===== config.mk =====
export PLATFORM = sky130hd
export DESIGN_NAME = seg_addr_gen
export DESIGN_NICKNAME = d
export VERILOG_FILES = /design/src/rtl/seg_addr_pkg.sv /design/src/rtl/seg_bank.sv /design/src/rtl/seg_offset_unit.sv /design/src/rtl/seg_route.sv /design/src/rtl/seg_addr_gen.sv
export SDC_FILE = /design/constraint.sdc
export NUM_CORES = 1
export LEC_CHECK = 0
export BUFFER_PORTS_ARGS = -buffer_cell sky130_fd_sc_hd__buf_2
export CORE_MARGIN = 2
export CORE_UTILIZATION = 49
export CTS_CLUSTER_SIZE = 16
export DETAILED_ROUTE_END_ITERATION = 10
export GPL_TIMING_DRIVEN = 1
export HOLD_SLACK_MARGIN = 0.08
export PLACE_DENSITY = 0.87
export RECOVER_POWER = 100
export SYNTH_ARGS = -nofsm -noshare
export SYNTH_HDL_FRONTEND = slang
export SYNTH_HIERARCHICAL = 1
export SYNTH_SLANG_ARGS = --single-unit
export TNS_END_PERCENT = 1

===== constraint.sdc =====
create_clock -name clk -period 4.85 [get_ports clk]
set_clock_uncertainty 0.15 [all_clocks]
set_input_delay 0.485 -clock clk [delete_from_list [all_inputs] [get_ports clk]]
set_output_delay 0.485 -clock clk [all_outputs]
set_load 0.01 [all_outputs]

===== src/rtl/seg_addr_pkg.sv =====
package seg_addr_pkg;

  typedef enum logic [1:0] {
    SEG_ES = 2'd0,
    SEG_CS = 2'd1,
    SEG_SS = 2'd2,
    SEG_DS = 2'd3
  } seg_id_e;

  typedef enum logic [1:0] {
    CLS_FETCH  = 2'd0,
    CLS_STACK  = 2'd1,
    CLS_DATA   = 2'd2,
    CLS_STRDST = 2'd3
  } acc_class_e;

  typedef enum logic [2:0] {
    MD_DIRECT          = 3'd0,
    MD_BASE            = 3'd1,
    MD_INDEX           = 3'd2,
    MD_BASE_DISP       = 3'd3,
    MD_INDEX_DISP      = 3'd4,
    MD_BASE_INDEX      = 3'd5,
    MD_BASE_INDEX_DISP = 3'd6,
    MD_RSVD            = 3'd7
  } ofs_mode_e;

  function automatic logic mode_has_base(ofs_mode_e m);
    return (m == MD_BASE) || (m == MD_BASE_DISP) ||
           (m == MD_BASE_INDEX) || (m == MD_BASE_INDEX_DISP);
  endfunction

  function automatic logic mode_has_index(ofs_mode_e m);
    return (m == MD_INDEX) || (m == MD_INDEX_DISP) ||
           (m == MD_BASE_INDEX) || (m == MD_BASE_INDEX_DISP);
  endfunction

  function automatic logic mode_has_disp(ofs_mode_e m);
    return (m == MD_DIRECT) || (m == MD_RSVD) || (m == MD_BASE_DISP) ||
           (m == MD_INDEX_DISP) || (m == MD_BASE_INDEX_DISP);
  endfunction

  // Offset built on the base pointer defaults to the stack segment.
  function automatic logic mode_defaults_to_stack(ofs_mode_e m, logic base_is_bp);
    return base_is_bp && mode_has_base(m);
  endfunction

endpackage


===== src/rtl/seg_bank.sv =====
module seg_bank
  import seg_addr_pkg::*;
#(
  parameter int SEG_W    = 16,
  parameter int RESET_CS = 16'hFFFF
) (
  input  logic             clk,
  input  logic             rst_n,
  input  logic             wr_en,
  input  seg_id_e          wr_sel,
  input  logic [SEG_W-1:0] wr_data,
  input  seg_id_e          rd_sel,
  output logic [SEG_W-1:0] rd_data
);
  localparam int NUM_SEG = 4;

  logic [SEG_W-1:0] seg_q [NUM_SEG];

  for (genvar g = 0; g < NUM_SEG; g++) begin : g_seg
    localparam logic [SEG_W-1:0] INIT_VAL =
      (g == int'(SEG_CS)) ? SEG_W'(RESET_CS) : '0;
    always_ff @(posedge clk) begin
      if (!rst_n) begin
        seg_q[g] <= INIT_VAL;
      end else if (wr_en && (int'(wr_sel) == g)) begin
        seg_q[g] <= wr_data;
      end
    end
  end

  assign rd_data = seg_q[rd_sel];

endmodule


===== src/rtl/seg_offset_unit.sv =====
module seg_offset_unit
  import seg_addr_pkg::*;
#(
  parameter int OFF_W    = 16,
  parameter int NARROW_W = 8
) (
  input  ofs_mode_e        mode,
  input  logic             base_sel,
  input  logic             index_sel,
  input  logic [OFF_W-1:0] bx,
  input  logic [OFF_W-1:0] bp,
  input  logic [OFF_W-1:0] si,
  input  logic [OFF_W-1:0] di,
  input  logic [OFF_W-1:0] disp,
  input  logic             disp_wide,
  output logic [OFF_W-1:0] offset
);
  localparam int EXT_W = OFF_W - NARROW_W;

  function automatic logic [OFF_W-1:0] extend_disp(logic [OFF_W-1:0] d, logic wide);
    if (wide) return d;
    return {{EXT_W{d[NARROW_W-1]}}, d[NARROW_W-1:0]};
  endfunction

  function automatic logic [OFF_W-1:0] sum3(logic [OFF_W-1:0] a,
                                            logic [OFF_W-1:0] b,
                                            logic [OFF_W-1:0] c);
    return a + b + c;
  endfunction

  logic [OFF_W-1:0] base_val, index_val, disp_val;
  logic [OFF_W-1:0] base_term, index_term, disp_term;

  assign base_val   = base_sel  ? bp : bx;
  assign index_val  = index_sel ? di : si;
  assign disp_val   = extend_disp(disp, disp_wide);

  assign base_term  = mode_has_base(mode)  ? base_val  : '0;
  assign index_term = mode_has_index(mode) ? index_val : '0;
  assign disp_term  = mode_has_disp(mode)  ? disp_val  : '0;

  assign offset = sum3(base_term, index_term, disp_term);

endmodule


===== src/rtl/seg_route.sv =====
module seg_route
  import seg_addr_pkg::*;
(
  input  acc_class_e cls,
  input  ofs_mode_e  mode,
  input  logic       base_sel,
  input  logic       ovr_en,
  input  seg_id_e    ovr_sel,
  output seg_id_e    seg_sel,
  output logic       ovr_taken
);
  assign ovr_taken = ovr_en && (cls == CLS_DATA);

  always_comb begin
    unique case (cls)
      CLS_FETCH:  seg_sel = SEG_CS;
      CLS_STACK:  seg_sel = SEG_SS;
      CLS_STRDST: seg_sel = SEG_ES;
      default: begin
        if (ovr_taken)                               seg_sel = ovr_sel;
        else if (mode_defaults_to_stack(mode, base_sel)) seg_sel = SEG_SS;
        else                                          seg_sel = SEG_DS;
      end
    endcase
  end

endmodule


===== src/rtl/seg_addr_gen.sv =====
module seg_addr_gen
  import seg_addr_pkg::*;
#(
  parameter int SEG_W     = 16,
  parameter int OFF_W     = 16,
  parameter int SEG_SHIFT = 4,
  parameter int NARROW_W  = 8,
  parameter int RESET_CS  = 16'hFFFF
) (
  input  logic                       clk,
  input  logic                       rst_n,
  input  logic                       seg_wr_en,
  input  logic [1:0]                 seg_wr_sel,
  input  logic [SEG_W-1:0]           seg_wr_data,
  input  logic                       req_valid,
  input  logic [1:0]                 req_class,
  input  logic [2:0]                 req_mode,
  input  logic                       req_base_sel,
  input  logic                       req_index_sel,
  input  logic [OFF_W-1:0]           req_bx,
  input  logic [OFF_W-1:0]           req_bp,
  input  logic [OFF_W-1:0]           req_si,
  input  logic [OFF_W-1:0]           req_di,
  input  logic [OFF_W-1:0]           req_sp,
  input  logic [OFF_W-1:0]           req_ip,
  input  logic [OFF_W-1:0]           req_disp,
  input  logic                       req_disp_wide,
  input  logic                       req_ovr_en,
  input  logic [1:0]                 req_ovr_sel,
  input  logic                       req_word,
  output logic                       out_valid,
  output logic [OFF_W-1:0]           out_offset,
  output logic [SEG_W+SEG_SHIFT-1:0] out_paddr,
  output logic                       out_even_en,
  output logic                       out_odd_en,
  output logic                       out_misaligned
);
  localparam int PADDR_W = SEG_W + SEG_SHIFT;

  function automatic logic [PADDR_W-1:0] phys_sum(logic [SEG_W-1:0] s,
                                                  logic [OFF_W-1:0] o);
    return {s, {SEG_SHIFT{1'b0}}} + PADDR_W'(o);
  endfunction

  acc_class_e cls;
  ofs_mode_e  mode;
  assign cls  = acc_class_e'(req_class);
  assign mode = ofs_mode_e'(req_mode);

  // Named internal events
  seg_id_e          sel_seg;
  logic             ovr_taken;
  logic [SEG_W-1:0] seg_val;
  logic [OFF_W-1:0] data_offset;
  logic [OFF_W-1:0] eff_offset;
  logic [PADDR_W-1:0] eff_paddr;
  logic             odd_addr;
  logic             word_split;
  logic             even_en_d, odd_en_d;

  seg_bank #(.SEG_W(SEG_W), .RESET_CS(RESET_CS)) u_bank (
    .clk     (clk),
    .rst_n   (rst_n),
    .wr_en   (seg_wr_en),
    .wr_sel  (seg_id_e'(seg_wr_sel)),
    .wr_data (seg_wr_data),
    .rd_sel  (sel_seg),
    .rd_data (seg_val)
  );

  seg_offset_unit #(.OFF_W(OFF_W), .NARROW_W(NARROW_W)) u_ofs (
    .mode      (mode),
    .base_sel  (req_base_sel),
    .index_sel (req_index_sel),
    .bx        (req_bx),
    .bp        (req_bp),
    .si        (req_si),
    .di        (req_di),
    .disp      (req_disp),
    .disp_wide (req_disp_wide),
    .offset    (data_offset)
  );

  seg_route u_route (
    .cls       (cls),
    .mode      (mode),
    .base_sel  (req_base_sel),
    .ovr_en    (req_ovr_en),
    .ovr_sel   (seg_id_e'(req_ovr_sel)),
    .seg_sel   (sel_seg),
    .ovr_taken (ovr_taken)
  );

  always_comb begin
    unique case (cls)
      CLS_FETCH:  eff_offset = req_ip;
      CLS_STACK:  eff_offset = req_sp;
      CLS_STRDST: eff_offset = req_di;
      default:    eff_offset = data_offset;
    endcase
  end

  assign eff_paddr  = phys_sum(seg_val, eff_offset);
  assign odd_addr   = eff_paddr[0];
  assign word_split = req_word && odd_addr;
  assign even_en_d  = !odd_addr;
  assign odd_en_d   = odd_addr || req_word;

  always_ff @(posedge clk) begin
    if (!rst_n) begin
      out_valid      <= 1'b0;
      out_offset     <= '0;
      out_paddr      <= '0;
      out_even_en    <= 1'b0;
      out_odd_en     <= 1'b0;
      out_misaligned <= 1'b0;
    end else begin
      out_valid <= req_valid;
      if (req_valid) begin
        out_offset     <= eff_offset;
        out_paddr      <= eff_paddr;
        out_even_en    <= even_en_d;
        out_odd_en     <= odd_en_d;
        out_misaligned <= word_split;
      end
    end
  end

endmodule


* Word-level counts from Yosys, hierarchy flattened
Memory sizes are Yosys's and may differ from the RTL's. Index checks and enable logic that the tools add are counted.
Operators by class: shift operators 0, add/sub/neg operators 3, reduce and logical (&&, ||, !) cells 22, multipliers 0, multiplexer cells 29, equality and inequality tests 13, bitwise operators 4, magnitude comparators 0, divide/modulo/power cells 0
Operator list (count):
- 2-to-1 mux 16 bit | 11
- case mux 16 bit (3 select lines) | 1
- adder 16 bit | 2
- adder 20 x 16 -> 20 bit | 1
- 2-to-1 mux 1 bit | 15
- == test 3 bit, second input constant | 4
- logical OR 1 bit | 11
- == test 2 bit, second input constant | 4
- logical AND 1 bit | 7
- == test 3 x 2 -> 1 bit, second input constant | 2
- case mux 2 bit (3 select lines) | 1
- == test 2 x 1 -> 1 bit, second input constant | 2
- logical NOT 2 bit | 2
- OR 1 bit | 4
- == test 3 x 1 -> 1 bit, second input constant | 1
- logical NOT 3 bit | 1
- 2-to-1 mux 2 bit | 1
- logical NOT 1 bit | 1
Word-level totals: input bits 146, latch bits 0, logic and storage cells 78, output and inout bits 40, bits in read-only memories 0, memories kept 1, bits in registers 40, bits in writable memories 64
Memory list:
- u_bank.seg_q | words 4, width 16, rd ports 1, clocked after memory_dff 0, wr ports 4, line seg_bank.sv:17 | logic [SEG_W-1:0] seg_q [NUM_SEG];

* Logic depth before layout (Yosys ltp)
An unclocked memory read counts as a cell.
depth after elaboration 11, mapped depth 22, gate-level depth less buffers 22

* Hierarchy
The synthesis kept the hierarchy.
Modules (own cells, without submodules):
- seg_bank | area each 2840.2 sq um, cells an instance 163, instances 1, seq. area each 1921.8 sq um
- seg_addr_gen | area each 2493.6 sq um, cells an instance 253, instances 1, seq. area each 720.7 sq um
- seg_offset_unit | area each 1737.9 sq um, cells an instance 238, instances 1, seq. area each 0.0 sq um
- seg_route | area each 61.3 sq um, cells an instance 11, instances 1, seq. area each 0.0 sq um

* Worst setup path after synthesis
No wires, ideal clock.
kind in2reg, start input req_index_sel, end register out_paddr[19], arrival time 4954 ps, slack -381 ps, setup time 127 ps, required time 4573 ps, stages 19, buffers on the path 2, cells stage by stage clkbuf_1 buf_1 mux2_2 nand2_1 fa_1 inv_1 ha_1 a21o_1 a21o_2 a221o_2 o22ai_1 xnor2_1 mux4_2 ha_1 and3_1 nand3_2 o211ai_2 nor3_1 or3b_1
Between the ends: word-level cells in the longest chain between the ends 6
Ends and longest elaborated chain:
- start, declared | line seg_addr_gen.sv:19 | input logic req_index_sel,
- 2-to-1 mux 16 bit | line seg_offset_unit.sv:35 | assign index_val = index_sel ? di : si;
- 2-to-1 mux 16 bit | line seg_offset_unit.sv:39 | assign index_term = mode_has_index(mode) ? index_val : '0;
- adder 16 bit (2 in series) | line seg_offset_unit.sv:28 | return a + b + c;
- via data_offset[14] | line seg_addr_gen.sv:54 | logic [OFF_W-1:0] data_offset;
- case mux 16 bit (3 select lines) | line seg_addr_gen.sv:95 | unique case (cls)
- via eff_offset[14] | line seg_addr_gen.sv:55 | logic [OFF_W-1:0] eff_offset;
- adder 20 x 16 -> 20 bit | line seg_addr_gen.sv:42 | return {s, {SEG_SHIFT{1'b0}}} + PADDR_W'(o);
- end signal, assigned | line seg_addr_gen.sv:121 | out_paddr <= eff_paddr;
- end, declared | line seg_addr_gen.sv:33 | output logic [SEG_W+SEG_SHIFT-1:0] out_paddr,
The timed path passes the listed nets, and every way through them passes these cells. A chain may end at the register's enable or synchronous reset.

* Final worst setup path
start input req_mode[1], end register out_paddr[16]
Between the ends: elaborated cells between the ends (all ways) 30, those cells by class 3 x add/sub; 7 x eq/ne; 7 x mux; 12 x reduce/logical; 1 x memory
RTL lines:
- start, declared | line seg_addr_gen.sv:17 | input logic [2:0] req_mode,
- == test 3 x 1 -> 1 bit (tied with other cells) | line seg_addr_pkg.sv:29 | return (m == MD_BASE) || (m == MD_BASE_DISP) ||
- logical OR 1 bit (on tied branches) (2 in series) | line seg_addr_pkg.sv:29, seg_addr_pkg.sv:34, seg_addr_pkg.sv:39
- logical OR 1 bit (on tied branches) | line seg_addr_pkg.sv:30, seg_addr_pkg.sv:35, seg_addr_pkg.sv:39
- 2-to-1 mux 16 bit (tied with other cells) | line seg_offset_unit.sv:38 | assign base_term = mode_has_base(mode) ? base_val : '0;
- adder 16 bit or 2-to-1 mux 16 bit (tied branches) | line seg_offset_unit.sv:28, seg_offset_unit.sv:40
- adder 16 bit (*) | line seg_offset_unit.sv:28
- via data_offset[9] | line seg_addr_gen.sv:54
- case mux 16 bit (3 select lines) (*) | line seg_addr_gen.sv:95
- via eff_offset[9] | line seg_addr_gen.sv:55
- adder 20 x 16 -> 20 bit (*) | line seg_addr_gen.sv:42
Mark *: on every way through the listed nets, which the timed path passes. The rest lies on a longest branch.

==> results_dict.tcl <==
set metrics [dict create \
    cts_buffers 9 \
    root_buffer "clkbuf_16" \
    synth_area_sq_um 7130 \
    antenna_found_initial 0 \
    final_cell_mix "141 x buf_2, 83 x buf_4, 80 x nand2_1, 64 x edfxtp_1, 43 x clkbuf_1" \
    rsz0062_at_grt "true" \
    powerDensity_nw_per_um2 338 \
    min_from "req_word" \
    cp-end-kind "register" \
    maxCapViolCount 5 \
    pin_count 186 \
    drtIter0Drc 338 \
    fp.dieH_um 125 \
    hold_ws_ns 0.267 \
    crit_type "in -> reg" \
    cts.clk_slew.worst_paths_ns 0.07 \
    grt_first_pass_wirelength_um 30800 \
    synth-edff-count 64 \
    synth_nets 857 \
    hold_viol 0 \
    timing.final.ws_setup_ns -0.0896 \
    place.gp.congestion 0.919 \
    async_flop_share 0 \
    yosysWarnings 6 \
    synth_ff_type "edfxtp_1" \
    worstHoldPathCells 3 \
    coreArea_sq_um 14400 \
    track_usage 0.251 \
    rows 44 \
    hp-class "in -> reg" \
    syn_avg_cell_area_sq_um 10.7 \
    grt_pass1_vias 6090 \
    p_total_uw 3170 \
    regToRegStartpoint "u_bank/seg_q[0][0]$_SDFFCE_PN0P_" \
    violations "max-capacitance violations, max-slew violations, negative setup slack" \
    critPathArrivalTime_ns 5.04 \
    vias 6174 \
    outcome "complete, but fails checks" \
    num-nets-final 1107 \
    insertion_delay_ns 0.35 \
    ff2ff_setup_slack_ns 1.92 \
    drive_gt1_frac 0.413 \
    htree_levels 3 \
    cts_num_sinks 100 \
    yosysSeqAreaShare 0.370 \
    cts_tree "built" \
    p_leak_uw 0.00410 \
    rr_worst_depth 9 \
    cts_buffer_depth 2 \
    grt_overflow 0 \
    postLayoutCellArea_sq_um 9390 \
    netlist.area_leader.share 0.269 \
    period_needed_ns 4.94 \
    vdd.ir_drop.worst_mv 0.285 \
    hpwlAfterDp_um 15000 \
    fp.dieW_um 125 \
    initial_core_util 0.496 \
    port_buffers 185 \
    relSlewSlack -0.761 \
    drtAntennaViolNets 0 \
    crit_start "req_mode[1]" \
    setup_viol_count_final 5 \
    place_area_sq_um 8840 \
    syn-instance-count 665 \
    dr.pass1.iters 5 \
    route.final.wire_length_um 20300 \
    synth-seq-cells 100 \
    fin_crit_sh 1.02 \
    design.die.area_sq_um 15500 \
    area_growth_pct 31.6 \
    viasPerCell 5.59 \
    synth_top_area_cell "edfxtp_1" \
    n_fill_cell 1055 \
    grt_max_degree 41 \
    final_common_cell "buf_2" \
    synth_top_cells_by_area "edfxtp_1 27%, dfxtp_1 10%, mux4_2 8.2%" \
    cp_max_fo 5 \
    max_freq_ghz 0.202 \
    tns_ns -0.270 \
    post-place-ws_ns -0.688 \
    slew_viol_final 109 \
    hold_path_end "out_misaligned$_SDFFE_PN0P_" \
    wire_per_inst_um 18.4 \
    max_slew.worst_pin.slew_ns 2.61 \
    route.detailed.drc 0 \
    regToRegEndpoint "out_paddr[16]$_SDFFE_PN0P_" \
    synth_cell_types 72 \
    start_kind "input pin" \
    crit_required_ns 4.95 \
]
==> layout make-up <==
type | instances | area (sq um) | area share
clock inverters | 7 | 63.8 | 0.00680
repair buffers | 273 | 1590 | 0.169
multi-input cells | 484 | 4460 | 0.475
inverters | 47 | 176 | 0.0188
diodes | 1 | 2.50 | 0.000266
well taps | 184 | 230 | 0.0245
flip-flops and latches | 100 | 2640 | 0.281
clock buffers | 9 | 225 | 0.0240
==> cells in the mapped netlist, types with 8 or more instances <==
cell / instances
inv_1: 46
a21oi_1: 20
mux2i_1: 26
or2_2: 17
and2_1: 50
xnor2_1: 17
ha_1: 29
nand3_1: 13
clkbuf_1: 8
buf_2: 12
mux4_2: 26
edfxtp_1: 64
nor2b_1: 16
fa_1: 17
nor2_1: 23
mux2_2: 30
dfxtp_1: 36
nand2_1: 83
o21ai_0: 17
==> what timing repair did <==
action | 4_1_cts | 5_1_grt
setup endpoints to repair | 11 | 12
cloned | 0 | 1
pin swaps | 12 | 28
buffers inserted | 1 | 5
hold buffers | 0 | 0
gates resized for setup | 17 | 41
==> logic make-up after synthesis <==
logic type,count (synthesis),synth area share
AO/OA/AOI/OAI,94,0.0937
adder cells (fa/ha/maj),46,0.0986
flip-flops,100,0.370
XOR/XNOR,21,0.0258
multiplexers,88,0.188
buffers and inverters,81,0.0519
AND/OR/NAND/NOR,235,0.172
==> power breakdown <==
part | switching [uW] | internal (uW) | total, uW
sequential | 42.3 | 1000 | 1040
combinational | 717 | 719 | 1440
clock | 335 | 360 | 695
==> critical path, cell delays in order <==
cell and delay [ns]:
buf_12 0.11, ha_4 0.14, nor2b_4 0.12, a211o_4 0.30
nand2_2 0.07, fa_1 0.42, inv_1 0.07, ha_2 0.18
inv_2 0.04, fa_2 0.36, nor2b_2 0.15, o21bai_2 0.11
a31oi_4 0.26, o21a_1 0.20, nor2_2 0.05, xnor2_1 0.12
mux4_2 0.53, ha_4 0.28, and3_4 0.18, a221oi_4 0.29
buf_4 0.17, o31a_4 0.15, mux2i_1 0.18, nand2_1 0.06
==> layer usage <==
layer / vias to the layer above / track usage / wire length, um
met5: - / 0 / 0
met4: 0 / 0.0899 / 814
met3: 60 / 0.0365 / 1280
met2: 293 / 0.437 / 10100
met1: 2931 / 0.320 / 8120
li1: 2890 / - / -
==> state kept, by name, summed over array words and instances, names as in the netlist <==
signal          cells
out_even_en         1
out_misaligned      1
out_odd_en          1
out_offset         16
out_paddr          16
out_valid           1
u_bank/seg_q       64
==> worst max path at each step <==
stage,endpoint,slack [ns]
3_5_place_dp,out_paddr[19]$_SDFFE_PN0P_,-0.69
4_1_cts,out_paddr[19]$_SDFFE_PN0P_,-0.03
2_1_floorplan,out_paddr[19]$_SDFFE_PN0P_,-0.09
5_1_grt,out_paddr[16]$_SDFFE_PN0P_,-0.22
6_report,out_paddr[16]$_SDFFE_PN0P_,-0.09
3_3_place_gp,out_paddr[17]$_SDFFE_PN0P_,-0.48
==> stage by stage <==
stage          utilization  cells
6_report             0.654   1105
5_1_grt              0.653   1104
4_1_cts              0.641   1098
3_5_place_dp         0.615   1081
3_3_place_gp         0.615   1081
2_1_floorplan            -    665
(Power assumes the default switching activity.)
